==> src/rtl/ivt_pkg.sv <==
package ivt_pkg;
    typedef enum logic [1:0] {
        ST_IDLE    = 2'd0,
        ST_ONESHOT = 2'd1,
        ST_FREERUN = 2'd2
    } ivt_state_e;
endpackage

==> src/rtl/ivt_ctrl.sv <==
module ivt_ctrl
    import ivt_pkg::*;
(
    input  logic clk,
    input  logic rst_n,
    input  logic tick_i,
    input  logic trig_i,
    input  logic clr_i,
    input  logic mode_i,
    input  logic bus_n_i,
    output logic run_o,
    output logic load_o,
    output logic step_o
);
    ivt_state_e state_q, state_d;
    logic       running;
    logic       expire;
    logic       stop_req;
    logic       start;

    always_comb begin
        running  = (state_q != ST_IDLE);
        expire   = (state_q == ST_ONESHOT) && bus_n_i;
        stop_req = clr_i || expire;
        start    = trig_i && (!running || stop_req);
    end

    // next-state: START, RESTART, EXPIRE, ABORT
    always_comb begin
        state_d = state_q;
        unique case (state_q)
            ST_IDLE: begin
                if (trig_i) state_d = mode_i ? ST_FREERUN : ST_ONESHOT;
            end
            ST_ONESHOT, ST_FREERUN: begin
                if (start)         state_d = mode_i ? ST_FREERUN : ST_ONESHOT;
                else if (stop_req) state_d = ST_IDLE;
            end
            default: state_d = ST_IDLE;
        endcase
    end

    always_ff @(posedge clk or negedge rst_n) begin
        if (!rst_n) state_q <= ST_IDLE;
        else        state_q <= state_d;
    end

    // outputs to counter and output stage
    always_comb begin
        run_o  = running;
        load_o = start || (running && stop_req);
        step_o = running && tick_i;
    end

    p_retrig_ignored_r5: assert property (@(posedge clk) disable iff (!rst_n)
        (running && trig_i && !stop_req) |=> (state_q == $past(state_q)));

    p_trig_wins_r6: assert property (@(posedge clk) disable iff (!rst_n)
        (trig_i && clr_i) |=> (state_q != ST_IDLE));

    p_abort_r7: assert property (@(posedge clk) disable iff (!rst_n)
        (clr_i && !trig_i) |=> (state_q == ST_IDLE));

    p_expire_r8: assert property (@(posedge clk) disable iff (!rst_n)
        (expire && !trig_i) |=> (state_q == ST_IDLE));

    p_mode_held_r12: assert property (@(posedge clk) disable iff (!rst_n)
        (running && !stop_req) |=> (state_q == $past(state_q)));
endmodule

==> src/rtl/ivt_counter.sv <==
module ivt_counter #(
    parameter int WIDTH = 8
) (
    input  logic             clk,
    input  logic             rst_n,
    input  logic             load_i,
    input  logic             step_i,
    output logic [WIDTH-1:0] cnt_o,
    output logic             wrap_o
);
    localparam logic [WIDTH-1:0] ONE = WIDTH'(1);

    logic [WIDTH-1:0] cnt_q;

    always_ff @(posedge clk or negedge rst_n) begin
        if (!rst_n)      cnt_q <= '0;
        else if (load_i) cnt_q <= '0;
        else if (step_i) cnt_q <= cnt_q + ONE;
    end

    assign cnt_o  = cnt_q;
    assign wrap_o = step_i && !load_i && (&cnt_q);

    p_step_r4: assert property (@(posedge clk) disable iff (!rst_n)
        (step_i && !load_i) |=> (cnt_q == $past(cnt_q) + ONE));

    p_hold_r4: assert property (@(posedge clk) disable iff (!rst_n)
        (!step_i && !load_i) |=> $stable(cnt_q));

    p_load_zero_r2: assert property (@(posedge clk) disable iff (!rst_n)
        load_i |=> (cnt_q == '0));

    p_wrap_zero_r11: assert property (@(posedge clk) disable iff (!rst_n)
        wrap_o |=> (cnt_q == '0));
endmodule

==> src/rtl/ivt_outs.sv <==
module ivt_outs #(
    parameter int WIDTH = 8
) (
    input  logic             run_i,
    input  logic [WIDTH-1:0] cnt_i,
    input  logic [WIDTH-1:0] sel_i,
    output logic [WIDTH-1:0] out_n_o,
    output logic             bus_n_o
);
    logic [WIDTH-1:0] lane_hi;

    for (genvar k = 0; k < WIDTH; k++) begin : g_lane
        assign out_n_o[k] = run_i ? cnt_i[k] : 1'b1;
        assign lane_hi[k] = out_n_o[k] || !sel_i[k];
    end

    assign bus_n_o = &lane_hi;
endmodule

==> src/rtl/interval_timer.sv <==
module interval_timer #(
    parameter int WIDTH = 8
) (
    input  logic             clk,
    input  logic             rst_n,
    input  logic             tick_i,
    input  logic             trig_i,
    input  logic             clr_i,
    input  logic             mode_i,
    input  logic [WIDTH-1:0] sel_i,
    output logic [WIDTH-1:0] out_n_o,
    output logic             bus_n_o,
    output logic             wrap_o
);
    logic             run;
    logic             load;
    logic             step;
    logic [WIDTH-1:0] cnt;

    ivt_ctrl u_ctrl (
        .clk     (clk),
        .rst_n   (rst_n),
        .tick_i  (tick_i),
        .trig_i  (trig_i),
        .clr_i   (clr_i),
        .mode_i  (mode_i),
        .bus_n_i (bus_n_o),
        .run_o   (run),
        .load_o  (load),
        .step_o  (step)
    );

    ivt_counter #(.WIDTH(WIDTH)) u_cnt (
        .clk    (clk),
        .rst_n  (rst_n),
        .load_i (load),
        .step_i (step),
        .cnt_o  (cnt),
        .wrap_o (wrap_o)
    );

    ivt_outs #(.WIDTH(WIDTH)) u_outs (
        .run_i   (run),
        .cnt_i   (cnt),
        .sel_i   (sel_i),
        .out_n_o (out_n_o),
        .bus_n_o (bus_n_o)
    );

    p_idle_high_r1: assert property (@(posedge clk) disable iff (!rst_n)
        !run |-> ((&out_n_o) && bus_n_o && !wrap_o));

    p_bus_low_r8: assert property (@(posedge clk) disable iff (!rst_n)
        !bus_n_o |-> ((~out_n_o & sel_i) != '0));

    p_sel_zero_r9: assert property (@(posedge clk) disable iff (!rst_n)
        (sel_i == '0) |-> bus_n_o);

    p_start_low_r2: assert property (@(posedge clk) disable iff (!rst_n)
        (!run && trig_i) |=> (out_n_o == '0));
endmodule

==> config.mk <==
export PLATFORM = sky130hd
export DESIGN_NAME = interval_timer
export DESIGN_NICKNAME = d
export VERILOG_FILES = /design/src/rtl/ivt_pkg.sv /design/src/rtl/ivt_ctrl.sv /design/src/rtl/ivt_counter.sv /design/src/rtl/ivt_outs.sv /design/src/rtl/interval_timer.sv
export SDC_FILE = /design/constraint.sdc
export NUM_CORES = 1
export LEC_CHECK = 0
export ABC_AREA = 0
export BUFFER_PORTS_ARGS = -buffer_cell sky130_fd_sc_hd__buf_2
export CORE_ASPECT_RATIO = 0.8
export CORE_MARGIN = 1.5
export CORE_UTILIZATION = 40
export CTS_BUF_LIST = sky130_fd_sc_hd__clkbuf_4 sky130_fd_sc_hd__clkbuf_8 sky130_fd_sc_hd__clkbuf_16
export DETAILED_ROUTE_END_ITERATION = 8
export HOLD_SLACK_MARGIN = 0.05
export PLACE_DENSITY = 0.64
export SYNTH_ARGS = -nofsm -noshare
export SYNTH_HDL_FRONTEND = slang
export SYNTH_SLANG_ARGS = --single-unit
==> constraint.sdc <==
create_clock -name clk -period 2.2 [get_ports clk]
set_input_delay 0.11 -clock clk [delete_from_list [all_inputs] [get_ports clk]]
set_output_delay 0.11 -clock clk [all_outputs]
set_load 0.02 [all_outputs]
; Word level (Yosys, flattened, before mapping)
; Cells that the tools add are included.
; Widths: inputs -> output; s select.
[classes]
addsub = 1
n_eq_ne = 4
mux = 15
reduce_logical = 34
[op_table]
columns = operator, count
row1 = $mux 8, 2
row2 = $reduce_and 8->1, 2
row3 = $logic_or 1x1->1, 11
row4 = $logic_not 1->1, 10
row5 = $add 8x1->8 const B, 1
row6 = $mux 1, 8
row7 = $mux 2, 4
row8 = $logic_and 1x1->1, 6
row9 = $pmux 2 s2, 1
row10 = $reduce_bool 2->1, 2
row11 = $ne 3x1->1 const B, 1
row12 = $eq 2x1->1 const B, 1
row13 = $eq 2x2->1 const B, 1
row14 = $logic_not 2->1, 1
row15 = $ne 2x2->1 const B, 1
row16 = $reduce_and 2->1, 1
row17 = $reduce_or 2->1, 1
[word_totals]
reg_bits = 10
output_inout_bits = 10
elab_cells = 56

; Longest topological paths before layout
[logic_depth]
depth_word = 12
depth_mapped = 7
ltp_nobuf = 6

; Cells and area by module
; A second synthesis with hierarchy kept.
[unflattened]
cells_unflattened = 78
area_unflattened_um2 = 703.2
[modules_own_cells]
columns = mod, n_inst, cells_each, area_per_inst_um2
row1 = ivt_counter, 1, 39, 404.1
row2 = ivt_ctrl, 1, 18, 177.7
row3 = ivt_outs, 1, 21, 121.4

; Least setup slack after synthesis
; OpenSTA, ideal clock, no wires.
[synth_timing]
path_type = reg2out
from = reg u_ctrl.state_q[0]
to = out wrap_o
arrival_time_ns = 1.990
required_time_ns = 2.090
slack_ns = 0.100
stages_incl_launch_ff = 7
cell_sequence = dfrtp_1 > inv_1 > ha_1 > buf_6 > nor2_1 > o31ai_4 > nor4_1
[synth_between]
elab_chain_len = 12
word_cells_on_any_way = 30
cone_classes = eq/ne (1) / mux (8) / reduce/logical (21)
[synth_rtl]
columns = item, line_no
row1 = from (decl), ivt_ctrl.sv:15  ; ivt_state_e state_q, state_d;
row2 = from (signal assigned), ivt_ctrl.sv:45  ; else state_q <= state_d;
row3 = $reduce_bool 2->1, ivt_ctrl.sv:22  ; running = (state_q != ST_IDLE);
row4 = $mux 1, ivt_outs.sv:13  ; assign out_n_o[k] = run_i ? cnt_i[k] : 1'b1;
row5 = $logic_or 1x1->1, ivt_outs.sv:14  ; assign lane_hi[k] = out_n_o[k] || !sel_i[k];
row6 = $reduce_and 8->1, ivt_outs.sv:17  ; assign bus_n_o = &lane_hi;
row7 = $logic_and 1x1->1, ivt_ctrl.sv:23  ; expire = (state_q == ST_ONESHOT) && bus_n_i;
row8 = $logic_or 1x1->1, ivt_ctrl.sv:24  ; stop_req = clr_i || expire;
row9 = $logic_or 1x1->1, ivt_ctrl.sv:25  ; start = trig_i && (!running || stop_req);
row10 = $logic_and 1x1->1, ivt_ctrl.sv:25
row11 = $logic_or 1x1->1, ivt_ctrl.sv:51  ; load_o = start || (running && stop_req);
row12 = $logic_not 1->1, ivt_counter.sv:22  ; assign wrap_o = step_i && !load_i && (&cnt_q);
row13 = $logic_and 1x1->1 (*) (2 in series), ivt_counter.sv:22
row14 = to (decl), interval_timer.sv:13  ; output logic wrap_o
; Mark *: on every way between the ends. The rest lies on a longest branch, timed or not.

; Worst setup path after layout
[layout_timing]
from = reg u_cnt.cnt_q[4] (netlist: u_cnt.cnt_o[4])
to = out wrap_o
[layout_between]
elab_chain_len = 11
word_cells_on_any_way = 13
cone_classes = mux (1) / reduce/logical (12)
[layout_rtl]
columns = item, line_no
row1 = from (decl), ivt_counter.sv:13  ; logic [WIDTH-1:0] cnt_q;
row2 = from (signal assigned), ivt_counter.sv:18  ; else if (step_i) cnt_q <= cnt_q + ONE;
row3 = $mux 1, ivt_outs.sv:13
row4 = $logic_or 1x1->1, ivt_outs.sv:14
row5 = $reduce_and 8->1, ivt_outs.sv:17
row6 = $logic_and 1x1->1, ivt_ctrl.sv:23
row7 = $logic_or 1x1->1, ivt_ctrl.sv:24
row8 = $logic_or 1x1->1, ivt_ctrl.sv:25
row9 = $logic_and 1x1->1, ivt_ctrl.sv:25
row10 = $logic_or 1x1->1, ivt_ctrl.sv:51
row11 = $logic_not 1->1, ivt_counter.sv:22
row12 = $logic_and 1x1->1, ivt_counter.sv:22
row13 = $logic_and 1x1->1 (*), ivt_counter.sv:22
; Marked as above.

==> flow_summary_export.csv <==
group,metric,value,unit
status,status,"completed",
power_and_ir_drop,p_clk_frac,0.166,
timing,finalWorstSetupSlack,0.2839,ns
place,io_buffers,23,
setup_path,endpoint_kind,"output port",
timing,rsz0062_at_grt,"false",
cts,cts_setup_buffers,0,
finish,layout_common_cells,"buf_2 (23), dfrtp_1 (10), inv_1 (8), nand2_1 (8), or2_2 (7)",
setup_path,crit_fanout,8,
yosys,netlist_area,797.0,um2
detailed_routing,antenna_left,0,
yosys,synthCells,91,
timing,period_minus_slack,1.916,ns
yosys,seq_area_frac_synth,0.3140,
power_and_ir_drop,internal_power,0.0005528,W
floorplanning,pin_count,24,
global_routing,top_usage_layer,"met2",
timing,finalHoldViolCount,0,
setup_path,critPathKind,"reg -> out",
setup_path,r2r_start,"u_ctrl.state_q[0]",
global_routing,track_usage,0.1959,
cts,cts_tree,"done",
detailed_routing,drt_iter0_markers,10,
global_routing,grt_max_degree,18,
finish,layout-drive-gt1-share,0.3361,
setup_path,cp-start-kind,"flop",
timing,setup-violations-final,0,
floorplanning,die_area,2271,um2
setup_path,rr_worst_depth,6,
cts,cts.sinks,10,
min_path,min_from,"tick_i",
global_routing,antenna_found_initial,0,
cts,clock-root-buffer,"clkbuf_4",
place,place_ws,0.5412,ns
finish,fill_cells,193,
finish,mostFrequentLayoutCell,"buf_2",
finish,syn2layout_area_growth,27.16,%
floorplanning,die_w,52.91,um
setup_path,crit_arrival,1.81,ns
yosys,avgSynthCellArea,8.758,um2
power_and_ir_drop,switchingPower,0.0004709,W
timing,maxSlewHeadroom,0.6973,
global_routing,met3_usage,0.06338,
floorplanning,rows,14,
detailed_routing,routedWlPerCell,12.97,um
cts,clk_pin_slew,0.07,ns
timing,max_freq,0.5219,GHz
setup_path,r2r_slack,0.53,ns
power_and_ir_drop,switching_share,0.4600,
floorplanning,die_y,42.93,um
min_path,hold_path_depth,2,
yosys,synth_seq_cells,10,
power_and_ir_drop,seq_power_share,0.233,
min_path,hp-class,"in -> reg",
finish,fin_nets,141,
global_routing,use_met1,0.2693,
detailed_routing,drtPass1Iterations,4,
timing,worst_pin_slew,0.4541,ns
cts,clk_latency,0.27,ns
finish,stdcell_area,1013,um2
timing,post-route-period-util,0.8710,
yosys,yosysWarnings,0,
global_routing,grt_pass1_vias,726,
place,place.gp.congestion,0.8117,
detailed_routing,vias,792,
cts,clk_path_buf_depth,2,
detailed_routing,routed_wl,1.894,mm
yosys,synth.net_count,109,
timing,totalNegativeSetupSlack,0,ns
global_routing,grt_util_met2,0.2825,
place,hpwlAfterDp,1.425,mm
setup_path,reg2reg_to,"u_ctrl.state_q[0]",
floorplanning,start_util,0.4252,
power_and_ir_drop,combPwrFrac,0.601,
timing,finalClockSkew,0.001887,ns
cts,cts.htree.levels,1,
place,post_dp_cell_area,957.2,um2
detailed_routing,viasPerCell,5.425,
global_routing,grt_pass1_wl,3.180,mm
power_and_ir_drop,cellPowerDensity,1010,nW/um2
timing,slew_viol_final,0,
setup_path,cp.required,2.09,ns
finish,final_core_util,0.5407,
min_path,worstHoldEndpoint,"u_cnt.cnt_o[1]",
timing,whs,0.1791,ns
power_and_ir_drop,ir_drop,477.5,uV
cts,numCtsBuffers,3,
job,drv_cap,0,
detailed_routing,drc,0,
floorplanning,core_region_area,1874,um2
yosys,synth.distinct_cells,33,
finish,num_antenna_cells,0,
power_and_ir_drop,p_leak,0.4438,nW
global_routing,overflow,0,
routing by layer:
| metal | vias up | share of wire |
|---|---|---|
| met2 | 26 | 0.45 |
| met4 | 0 | 0.015 |
| met5 | - | 0 |
| met3 | 4 | 0.070 |
| met1 | 370 | 0.46 |
| li1 | 392 | - |
power by group through the flow:
stage | clock network, W | registers [W] | logic [W]
after floorplan | 0 | 0.000233 | 0.000449
after global placement | 0 | 0.000242 | 0.000614
after detailed placement | 0 | 0.000243 | 0.000619
after CTS | 0.000177 | 0.000239 | 0.000624
after global routing | 0.000190 | 0.000245 | 0.000672
final | 0.000170 | 0.000238 | 0.000615
synth_stat cells:
master	instances	area (um2)
o31a_1	1	8.760
clkbuf_1	1	3.750
o2111ai_1	1	8.760
o31ai_1	1	7.510
nand2b_1	4	25.02
nand2_1	8	30.03
o311ai_0	3	26.28
nand3_1	2	10.01
inv_1	8	30.03
o31ai_4	1	21.27
a21o_1	1	7.510
nor2b_1	4	25.02
buf_6	1	11.26
a2111o_1	1	11.26
xnor2_1	5	43.79
or2_2	7	43.79
and2b_1	1	7.510
o211ai_1	2	15.01
nor2b_2	1	8.760
o32ai_1	2	17.52
nor3b_1	1	7.510
nor4_1	4	25.02
a21oi_1	5	25.02
o2111ai_2	1	15.01
ha_1	4	50.05
o21ai_0	2	10.01
nand4_1	1	6.260
or2b_1	1	7.510
nor3_1	2	10.01
nor2_1	2	7.510
and3_1	2	12.51
o21bai_1	1	7.510
dfrtp_1	10	250.2
critical path: stages, from the launching register on:
cell and delay, ns:
dfrtp_1 0.47, o2111ai_2 0.45, o31ai_4 0.11, nor4_1 0.29
buf_2 0.22
registers in the layout, summed over array words and instances (netlist names):
| name | count |
|---|---|
| u_cnt.cnt_o | 8 |
| u_ctrl.state_q | 2 |
worst max-delay path by stage:
stage                                 start              to  slack, ns  cells after the start
final                        u_cnt.cnt_o[4]          wrap_o       0.28                      4
after CTS                    u_cnt.cnt_o[4]          wrap_o       0.27                      4
after global placement       u_cnt.cnt_o[4]          wrap_o       0.58                      4
after global routing         u_cnt.cnt_o[4]          wrap_o       0.14                      4
after detailed placement     u_cnt.cnt_o[6]  u_cnt.cnt_o[1]       0.54                      5
after floorplan           u_ctrl.state_q[0]          wrap_o        0.1                      6
layout make-up:
| class | count | area [um2] | share of cell area |
|---|---|---|---|
| multi-input cells | 71 | 501.7 | 0.4951 |
| flip-flops and latches | 10 | 250.2 | 0.2469 |
| repair buffers | 29 | 165.2 | 0.1630 |
| clock buffers | 4 | 36.28 | 0.03580 |
| inverters | 8 | 30.03 | 0.02963 |
| well taps | 24 | 30.03 | 0.02963 |
stage by stage:
step	total power, W	instances
final	0.001024	146
after detailed placement	0.0008619	140
after global routing	0.001107	146
after global placement	0.0008556	140
after CTS	0.001040	146
after floorplan	0.0006819	91
logic make-up (layout without fill, tap and decap cells):
logic type,count (synthesis),after routing,synth area share
AO/OA/AOI/OAI,22,22,0.2276
AND/OR/NAND/NOR,40,40,0.2841
buffers and inverters,10,41,0.05651
flip-flops,10,10,0.3140
XOR/XNOR,5,5,0.05494
adder cells (fa/ha/maj),4,4,0.06280
timing repair:
action	in CTS	in global routing
hold buffers	2	0
resized for setup	0	0
hold endpoints to repair	11	0
(Power assumes the default switching activity.)
